<file path="config.mk">
export PLATFORM = sky130hd
export DESIGN_NAME = wdt_keyed
export DESIGN_NICKNAME = d
export VERILOG_FILES = /design/src/rtl/wdt_pkg.sv /design/src/rtl/wdt_prescaler.sv /design/src/rtl/wdt_key_fsm.sv /design/src/rtl/wdt_ctrl_regs.sv /design/src/rtl/wdt_keyed.sv
export SDC_FILE = /design/constraint.sdc
export NUM_CORES = 1
export LEC_CHECK = 0
export ABC_CLOCK_PERIOD_IN_PS = 2300
export BUFFER_PORTS_ARGS = -buffer_cell sky130_fd_sc_hd__buf_2
export CAP_MARGIN = 20
export CORE_AREA = 2 2 63 65
export DETAILED_ROUTE_END_ITERATION = 8
export DIE_AREA = 0 0 65 67
export PLACE_DENSITY = 0.78
export SLEW_MARGIN = 30
export SYNTH_ARGS = -nofsm -noshare
export SYNTH_HDL_FRONTEND = slang
export SYNTH_SLANG_ARGS = --single-unit
</file>
<file path="constraint.sdc">
create_clock -name clk -period 2.3 [get_ports clk]
set_input_delay 0.23 -clock clk [delete_from_list [all_inputs] [get_ports clk]]
set_output_delay 0.23 -clock clk [all_outputs]
set_load 0.01 [all_outputs]
</file>
<file path="src/rtl/wdt_pkg.sv">
package wdt_pkg;

    typedef enum logic [1:0] {
        ADDR_COUNT = 2'd0,
        ADDR_KEY   = 2'd1,
        ADDR_CTRL  = 2'd2,
        ADDR_SPARE = 2'd3
    } wdt_addr_e;

    typedef enum logic {
        KEY_IDLE  = 1'b0,
        KEY_ARMED = 1'b1
    } key_state_e;

    localparam logic [7:0] KEY_ARM_VAL  = 8'h55;
    localparam logic [7:0] KEY_FIRE_VAL = 8'hAA;
    localparam logic [2:0] CHK_PATTERN  = 3'b101;

    localparam int SEL_LSB  = 0;
    localparam int CHK_LSB  = 3;
    localparam int DIS_BIT  = 6;
    localparam int FLAG_BIT = 7;

endpackage

</file>
<file path="src/rtl/wdt_prescaler.sv">
module wdt_prescaler
    import wdt_pkg::*;
#(
    parameter int BASE_DIV = 512
) (
    input  logic       clk,
    input  logic       rst_n,
    input  logic       soft_rst,
    input  logic [2:0] sel,
    output logic       tick
);
    localparam int BW      = $clog2(BASE_DIV);
    localparam int MAX_EXP = 6;
    localparam int PW      = BW + MAX_EXP;

    logic [PW-1:0]    div_q;
    logic [MAX_EXP:0] tick_opt;
    logic [2:0]       exp_sel;

    always_ff @(posedge clk) begin
        if (!rst_n || soft_rst) begin
            div_q <= '0;
        end else begin
            div_q <= div_q + 1'b1;
        end
    end

    // one candidate tick per power-of-two stretch of the base period
    for (genvar k = 0; k <= MAX_EXP; k++) begin : g_opt
        assign tick_opt[k] = &div_q[BW+k-1:0];
    end

    always_comb begin
        exp_sel = (sel < 3'd2) ? 3'd0 : (sel - 3'd1);
        tick    = tick_opt[exp_sel];
    end

    // the base period is at least two cycles, so ticks never touch
    assert_tick_gap_R2: assert property (@(posedge clk) disable iff (!rst_n)
        tick |=> !tick);

endmodule

</file>
<file path="src/rtl/wdt_key_fsm.sv">
module wdt_key_fsm
    import wdt_pkg::*;
(
    input  logic       clk,
    input  logic       rst_n,
    input  logic       soft_rst,
    input  logic       key_wr,
    input  logic [7:0] key_val,
    output logic       svc_clear,
    output logic       key_bad
);
    key_state_e state_q, state_d;

    always_ff @(posedge clk) begin
        if (!rst_n || soft_rst) begin
            state_q <= KEY_IDLE;
        end else begin
            state_q <= state_d;
        end
    end

    always_comb begin
        state_d = state_q;
        if (key_wr) begin
            unique case (state_q)
                KEY_IDLE: begin
                    if (key_val == KEY_ARM_VAL) state_d = KEY_ARMED;
                end
                KEY_ARMED: begin
                    if (key_val == KEY_ARM_VAL) state_d = KEY_ARMED;
                    else                        state_d = KEY_IDLE;
                end
            endcase
        end
    end

    always_comb begin
        svc_clear = key_wr && (state_q == KEY_ARMED) && (key_val == KEY_FIRE_VAL);
        key_bad   = key_wr && (key_val != KEY_ARM_VAL) && (key_val != KEY_FIRE_VAL);
    end

    assert_arm_R4: assert property (@(posedge clk) disable iff (!rst_n)
        (key_wr && key_val == KEY_ARM_VAL && !soft_rst) |=> state_q == KEY_ARMED);

    assert_fire_disarms_R4: assert property (@(posedge clk) disable iff (!rst_n)
        (key_wr && key_val == KEY_FIRE_VAL && !soft_rst) |=> state_q == KEY_IDLE);

endmodule

</file>
<file path="src/rtl/wdt_ctrl_regs.sv">
module wdt_ctrl_regs
    import wdt_pkg::*;
(
    input  logic       clk,
    input  logic       rst_n,
    input  logic       soft_rst,
    input  logic       ctrl_wr,
    input  logic [7:0] wbyte,
    input  logic       override_en,
    output logic [2:0] sel_q,
    output logic       dis_q,
    output logic       flag_q,
    output logic       chk_bad
);
    always_comb begin
        chk_bad = ctrl_wr && (wbyte[CHK_LSB+2:CHK_LSB] != CHK_PATTERN);
    end

    always_ff @(posedge clk) begin
        if (!rst_n) begin
            sel_q  <= 3'd0;
            dis_q  <= 1'b0;
            flag_q <= 1'b0;
        end else if (soft_rst) begin
            sel_q  <= 3'd0;
            dis_q  <= 1'b0;
            flag_q <= 1'b1;
        end else if (ctrl_wr && !chk_bad) begin
            sel_q <= wbyte[SEL_LSB+2:SEL_LSB];
            if (override_en)     dis_q  <= wbyte[DIS_BIT];
            if (wbyte[FLAG_BIT]) flag_q <= 1'b0;
        end
    end

    assert_flag_sticky_R8: assert property (@(posedge clk) disable iff (!rst_n)
        (!ctrl_wr && !soft_rst) |=> flag_q == $past(flag_q));

    assert_dis_locked_R7: assert property (@(posedge clk) disable iff (!rst_n)
        (!override_en && !soft_rst) |=> dis_q == $past(dis_q));

    assert_bad_chk_discarded_R6: assert property (@(posedge clk) disable iff (!rst_n)
        (chk_bad && !soft_rst) |=> (sel_q == $past(sel_q)) && (dis_q == $past(dis_q)));

endmodule

</file>
<file path="src/rtl/wdt_keyed.sv">
module wdt_keyed
    import wdt_pkg::*;
#(
    parameter int BASE_DIV = 512,
    parameter int CNT_W    = 8,
    parameter int DATA_W   = 16
) (
    input  logic              clk,
    input  logic              rst_n,
    input  logic              wr_en,
    input  logic [1:0]        addr,
    input  logic [DATA_W-1:0] wdata,
    input  logic              override_en,
    output logic [DATA_W-1:0] rdata,
    output logic              wd_rst
);
    logic [CNT_W-1:0] cnt_q;
    logic             wd_rst_q;
    logic             bus_wr, key_wr, ctrl_wr;
    logic             tick, svc_clear, key_bad, chk_bad;
    logic [2:0]       sel_q;
    logic             dis_q, flag_q, enabled, cnt_max, ovf, trig;
    logic             unused_wdata_hi;

    assign unused_wdata_hi = ^wdata[DATA_W-1:8];

    always_comb begin
        bus_wr  = wr_en && !wd_rst_q;
        key_wr  = bus_wr && (addr == ADDR_KEY);
        ctrl_wr = bus_wr && (addr == ADDR_CTRL);
    end

    wdt_prescaler #(.BASE_DIV(BASE_DIV)) u_presc (
        .clk      (clk),
        .rst_n    (rst_n),
        .soft_rst (trig),
        .sel      (sel_q),
        .tick     (tick)
    );

    wdt_key_fsm u_key (
        .clk       (clk),
        .rst_n     (rst_n),
        .soft_rst  (trig),
        .key_wr    (key_wr),
        .key_val   (wdata[7:0]),
        .svc_clear (svc_clear),
        .key_bad   (key_bad)
    );

    wdt_ctrl_regs u_ctrl (
        .clk         (clk),
        .rst_n       (rst_n),
        .soft_rst    (trig),
        .ctrl_wr     (ctrl_wr),
        .wbyte       (wdata[7:0]),
        .override_en (override_en),
        .sel_q       (sel_q),
        .dis_q       (dis_q),
        .flag_q      (flag_q),
        .chk_bad     (chk_bad)
    );

    always_comb begin
        enabled = !dis_q;
        cnt_max = &cnt_q;
        ovf     = tick && cnt_max && !svc_clear;
        trig    = enabled && (ovf || key_bad || chk_bad);
    end

    always_ff @(posedge clk) begin
        if (!rst_n) begin
            cnt_q    <= '0;
            wd_rst_q <= 1'b0;
        end else begin
            wd_rst_q <= trig;
            if (trig || svc_clear)    cnt_q <= '0;
            else if (enabled && tick) cnt_q <= cnt_q + 1'b1;
        end
    end

    always_comb begin
        rdata = '0;
        unique case (addr)
            ADDR_COUNT: rdata = {{(DATA_W-CNT_W){1'b0}}, cnt_q};
            ADDR_KEY:   rdata = '0;
            ADDR_CTRL:  rdata = {{(DATA_W-8){1'b0}}, flag_q, dis_q, 3'b000, sel_q};
            ADDR_SPARE: rdata = '0;
        endcase
        wd_rst = wd_rst_q;
    end

    assert_pulse_single_R3: assert property (@(posedge clk) disable iff (!rst_n)
        wd_rst_q |=> !wd_rst_q);

    assert_no_overflow_R3: assert property (@(posedge clk) disable iff (!rst_n)
        (!dis_q && tick && cnt_q == {CNT_W{1'b1}} && !svc_clear) |=> wd_rst_q);

    assert_bad_key_R5: assert property (@(posedge clk) disable iff (!rst_n)
        (key_bad && !dis_q) |=> wd_rst_q);

    assert_quiet_disabled_R7: assert property (@(posedge clk) disable iff (!rst_n)
        dis_q |=> !wd_rst_q);

    assert_hold_disabled_R7: assert property (@(posedge clk) disable iff (!rst_n)
        (dis_q && !svc_clear) |=> cnt_q == $past(cnt_q));

    assert_reset_clears_R10: assert property (@(posedge clk) disable iff (!rst_n)
        $rose(wd_rst_q) |-> (cnt_q == '0 && sel_q == 3'd0 && flag_q));

endmodule

</file>
Yosys cells after proc, flatten, opt, wreduce, memory -nomap -nowiden:

Index checks and enable logic that the tools add are counted.

* add/subtract/negate cells: 3
* order comparisons: 2
* eq/ne operators: 8
* multiplexer cells: 8
* bitwise gates (word level): 1
* reduce and logical (&&, ||, !) cells: 38

Operator list (count)
* 16-bit case mux with 3 select lines: 1
* 15-bit by 1-bit adder with 15-bit output, second input constant: 1
* 15-bit AND reduction: 1
* 14-bit AND reduction: 1
* 1-bit logical AND: 13
* 13-bit AND reduction: 1
* 12-bit AND reduction: 1
* 11-bit AND reduction: 1
* 10-bit AND reduction: 1
* 9-bit AND reduction: 1
* 8-bit by 1-bit adder with 8-bit output, second input constant: 1
* 8-bit by 7-bit == test with 1-bit output, second input constant: 1
* 8-bit == test, second input constant: 1
* 8-bit by 7-bit != test with 1-bit output, second input constant: 1
* 8-bit != test, second input constant: 1
* 8-bit AND reduction: 1
* 2-bit OR reduction: 3
* 1-bit logical NOT: 5
* 1-bit 2-to-1 mux: 5
* 2-bit == test, second input constant: 2
* 1-bit logical OR: 4
* 3-bit by 4-bit less-than comparator with 1-bit output, second input constant: 1
* 2-bit AND reduction: 2
* 2-bit nonzero test: 2
* other kinds (8): 8

* register bits: 30
* input bits: 22
* output and inout bits: 17
* word-level logic and storage cells: 67

Depth between registers and ports, before layout:

* depth in word-level cells: 12
* gate-level depth with buffers: 9
* gate-level depth less buffers: 8

Modules after synthesis:

From an unflattened synthesis, not the netlist that was laid out.

* cells, all modules: 197
* area total of the unflattened synthesis: 1757.9 µm²

By module, submodules not included
* wdt_prescaler: instances 1, cells an instance 87, area an instance 738.2 µm², seq. area each 300.3 µm²
* wdt_keyed: instances 1, cells an instance 73, area an instance 674.4 µm², seq. area each 180.2 µm²
* wdt_ctrl_regs: instances 1, cells an instance 24, area an instance 225.2 µm², seq. area each 100.1 µm²
* wdt_key_fsm: instances 1, cells an instance 13, area an instance 120.1 µm², seq. area each 20.0 µm²

Worst setup path after synthesis:

OpenSTA, ideal clock, no wires.

* path kind: register to register
* start point: reg u_ctrl.sel_q[0]
* end point: reg u_presc.div_q[10]
* data arrival time: 2101 ps
* slack: 85 ps
* cell stages (with the launch flop): 10
* clock period less this slack: 2215 ps
* path through: dfxtp_1 -> inv_1 -> ha_1 -> o21ai_0 -> a21oi_1 -> o221ai_2 -> or4_4 -> nand2_4 -> buf_8 -> nor2_1

* longest elaborated chain between the ends: 10
* elaborated cells on any way between the ends: 11

Ends and longest elaborated chain
* start, declared: line wdt_ctrl_regs.sv:10 `output logic [2:0] sel_q,`
* start signal, assigned: line wdt_ctrl_regs.sv:29 `sel_q <= wbyte[SEL_LSB+2:SEL_LSB];`
* 3-bit by 1-bit subtractor with 3-bit output / 3-bit by 2-bit less-than comparator with 1-bit output (equally long branches): line wdt_prescaler.sv:34 `exp_sel = (sel < 3'd2) ? 3'd0 : (sel - 3'd1);`
* 3-bit 2-to-1 mux (*): line wdt_prescaler.sv:34
* 1-bit binary-select mux with 3-bit select (*): line wdt_prescaler.sv:35 `tick = tick_opt[exp_sel];`
* 1-bit 2-to-1 mux (not written as such) (*): line wdt_prescaler.sv:35
* 1-bit logical AND (*) (2 in a row): line wdt_keyed.sv:67 `ovf = tick && cnt_max && !svc_clear;`
* 1-bit logical OR (*) (2 in a row): line wdt_keyed.sv:68 `trig = enabled && (ovf || key_bad || chk_bad);`
* 1-bit logical AND (*): line wdt_keyed.sv:68
* 1-bit logical OR (*): line wdt_prescaler.sv:21 `if (!rst_n || soft_rst) begin`
* end signal, assigned: line wdt_prescaler.sv:24 `div_q <= div_q + 1'b1;`
* end, declared: line wdt_prescaler.sv:16 `logic [PW-1:0] div_q;`

Mark *: on every way between the ends. The rest lies on a longest branch, timed or not. The select of a mux whose other input is x is not followed.
A chain may end at the register's enable or synchronous reset.

Final worst setup path:

* start point: reg u_ctrl.sel_q[0]
* end point: reg cnt_q[7]

* longest elaborated chain between the ends: 11
* elaborated cells on any way between the ends: 13

Ends and longest elaborated chain
* 3-bit by 1-bit subtractor with 3-bit output / 3-bit by 2-bit less-than comparator with 1-bit output (equally long branches): line wdt_prescaler.sv:34
* 3-bit 2-to-1 mux (*): line wdt_prescaler.sv:34
* 1-bit binary-select mux with 3-bit select (*): line wdt_prescaler.sv:35
* 1-bit 2-to-1 mux (not written as such) (*): line wdt_prescaler.sv:35
* 1-bit logical AND (2 in a row): line wdt_keyed.sv:67
* 1-bit logical OR (2 in a row): line wdt_keyed.sv:68
* 1-bit logical AND: line wdt_keyed.sv:68
* 1-bit logical OR: line wdt_keyed.sv:77 `if (trig || svc_clear) cnt_q <= '0;`
* 2-bit OR reduction (no source line)
* end signal, assigned: line wdt_keyed.sv:78 `else if (enabled && tick) cnt_q <= cnt_q + 1'b1;`
* end, declared: line wdt_keyed.sv:17 `logic [CNT_W-1:0] cnt_q;`

Marked as above.

==> metrics.yaml <==
status: "complete, no violations"
root_buffer: "clkbuf_8"
grt_pass1_wl_um: 5644
hold_class: "in2reg"
fin_crit_sh_pct: 95.29
placed_cells: 276
ir_drop_uv: 366.9
worstPathMaxFanout: 8
row_count: 22
critPathKind: "reg2reg"
wire_per_inst_um: 11.62
synth_mux_area_share_pct: 6.400
fin_crit_ns: 2.192
setup_viol_count_final: 0
vias: 1446
ys_seq_area_share_pct: 34.91
rr_startpoint: "u_ctrl.sel_q[0]"
die_area_um2: 4355
synthXorXnorAreaFrac_pct: 9.164
layout.nets: 261
core_um2: 3606
syn_area_um2: 1720
final_antenna_net_count: 0
syn2layout_area_growth_pct: 16.65
synth-compound-area-share_pct: 7.273
ys_types: 46
grt_max_degree: 19
grt_overflow: 0
timing.fmax_mhz: 456.3
timing.rr.end: "cnt_q[7]"
dr.pass1.iters: 4
ios: 39
io_buffers: 22
drt-initial-drc-count: 73
rrSetupSlack_ns: 0.11
drt-vias-per-instance: 5.128
worstSetupEndpointType: "flip-flop"
htreeDepth: 2
stdcell_count: 282
die_y_um: 67
ctsHoldBuffers: 0
slew_violations: 0
antenna_found_initial: 0
grt_pass1_vias: 1305
cp-startpoint: "u_ctrl.sel_q[0]"
synth_commonest_cells: "39 x nor2_1, 30 x dfxtp_1, 12 x xnor2_1"
synth_edf_count: 0
hold_viol: 0
hpwl_um: 2482
grt_usage_pct: 16.97
clock_latency_ns: 0.28
required_ns: 2.52
clk_pin_slew_ns: 0.06
p_per_area_nw_per_um2: 509.8
fin_skew_ns: 0.006585
gp_congestion: 0.8364
power.leakage_nw: 0.8069
worst_setup_path_start_kind: "flip-flop"
endpoint: "cnt_q[7]"
drc: 0
final_core_util_pct: 55.66
synth_cells: 201
synthAdderAreaFrac_pct: 2.909
arrival_ns: 2.42
synth_top_area_share_pct: 34.91
clock_path_buffers: 2
final_layout_size_suffix_gt1_share_pct: 21.79
cts_num_sinks: 30
synth_top_family_by_area: "simple AND/OR/NAND/NOR gates"
synth_seq_cells: 30
die_w_um: 65
yosys.area_share.simple_pct: 31.85
synth_area_leader_cell: "dfxtp_1"
tns_ns: 0
fin_hold_ws_ns: 0.2185
synthFlopType: "dfxtp_1"
yosysMostFrequentCell: "nor2_1"
cts_tree: "done"
rsz0062_at_grt: "false"
r2r_cells: 9
avgSynthCellArea_um2: 8.559
routed_wl_um: 3278
ys_warn_count: 0
numCtsBuffers: 5
start_util_pct: 47.71
drv_cap: 0
async_reset_ff_share_pct: 0
diodes: 0
synth_area_leaders: "dfxtp_1 35%, nor2_1 8.5%, mux2i_1 6.4%"
==> logic make-up (layout without fill, tap and decap cells) <==
| family | count (synthesis) | count (layout) |
|---|---|---|
| and+or+nand+nor | 97 | 97 |
| DFF | 30 | 30 |
| buffers and inverters | 22 | 48 |
| AOI/OAI and AO/OA | 18 | 18 |
| xor gates and xnor gates | 18 | 18 |
| muxes | 11 | 11 |
| adders and majority gates | 4 | 4 |
| other | 1 | 8 |
==> layout make-up <==
class | count | area [um^2]
Clock buffer | 6 | 82.58
Multi-Input combinational cell | 156 | 1045
Inverter | 11 | 41.29
Tap cell | 48 | 60.06
Fill cell | 342 | 1599
Timing Repair Buffer | 31 | 177.7
Sequential cell | 30 | 600.6
==> how the worst min path moves through the flow <==
stage                     start  slack [ns]               end  cells past startpoint
2_1_floorplan          wdata[2]        0.37   u_ctrl.sel_q[2]                      2
3_3_place_gp   u_presc.div_q[0]        0.43  u_presc.div_q[0]                      1
3_5_place_dp   u_presc.div_q[0]        0.44  u_presc.div_q[0]                      1
4_1_cts                wdata[2]        0.22   u_ctrl.sel_q[2]                      3
5_1_grt                wdata[6]        0.23      u_ctrl.dis_q                      3
6_report               wdata[6]        0.22      u_ctrl.dis_q                      3
==> layout by cell type (no fill, tap or decap), types with 2 or more instances in the layout <==
cell type,n
o21ai_0,3
ha_1,3
or4_1,2
xnor2_1,12
xor2_1,6
inv_1,11
and3_1,5
buf_4,9
and4_1,2
nand3_2,2
buf_2,22
dfxtp_1,30
mux2i_1,11
o21ai_1,2
conb_1,8
clkbuf_8,6
nand2_1,11
a21oi_1,3
nand3b_1,2
nand4bb_1,3
nor3_1,5
nor4_1,4
and2_1,3
nand3_1,6
nand2b_1,2
nor2_1,39
a31oi_1,2
==> what timing repair did <==
| action | in CTS | in global routing |
|---|---|---|
| resized for setup | 0 | 5 |
| buffers inserted | 0 | 0 |
| endpoints found under the setup margin | 0 | 25 |
==> through the flow <==
stage | setup slack (ns) | power [mW] | cell area [um^2]
global placement | 0.08215 | 0.6151 | 1901
global route | 0.01887 | 1.061 | 2007
CTS | 0.02183 | 1.021 | 1983
detailed placement | 0.04545 | 0.6160 | 1901
finish | 0.1083 | 1.023 | 2007
floorplan | 0.08454 | 0.6041 | 1747
==> critical path, stage by stage (launching register included) <==
cell and delay [ns]:
dfxtp_1 0.33, inv_1 0.08, ha_4 0.29, o21ai_0 0.08, a21oi_1 0.20, o221ai_2 0.15, buf_4 0.18, or4_1 0.51
mux2i_1 0.15, and3_1 0.16
==> power breakdown <==
group          switching [mW]  total (mW)  internal [mW]
sequential            0.00484       0.532          0.527
clock                   0.186       0.417          0.230
combinational          0.0451      0.0750         0.0299
total                   0.236        1.02          0.787
==> sequential cells by signal, indices dropped and copies added, names as in the netlist <==
register       cells
u_ctrl.flag_q      1
u_presc.div_q     15
u_ctrl.sel_q       3
u_ctrl.dis_q       1
wd_rst             1
cnt_q              8
u_key.state_q      1
==> layer usage <==
metal  wire [um]  GRT usage [%]  up-vias  share of wire [%]
li1            -              -      744                  -
met1        1477          19.34      667                 45
met2        1558          28.48       28                 48
met3         174          4.561        7                5.3
met4          68          9.840        0                2.1
met5           0              0        -                  0
(Power assumes the default switching activity.)
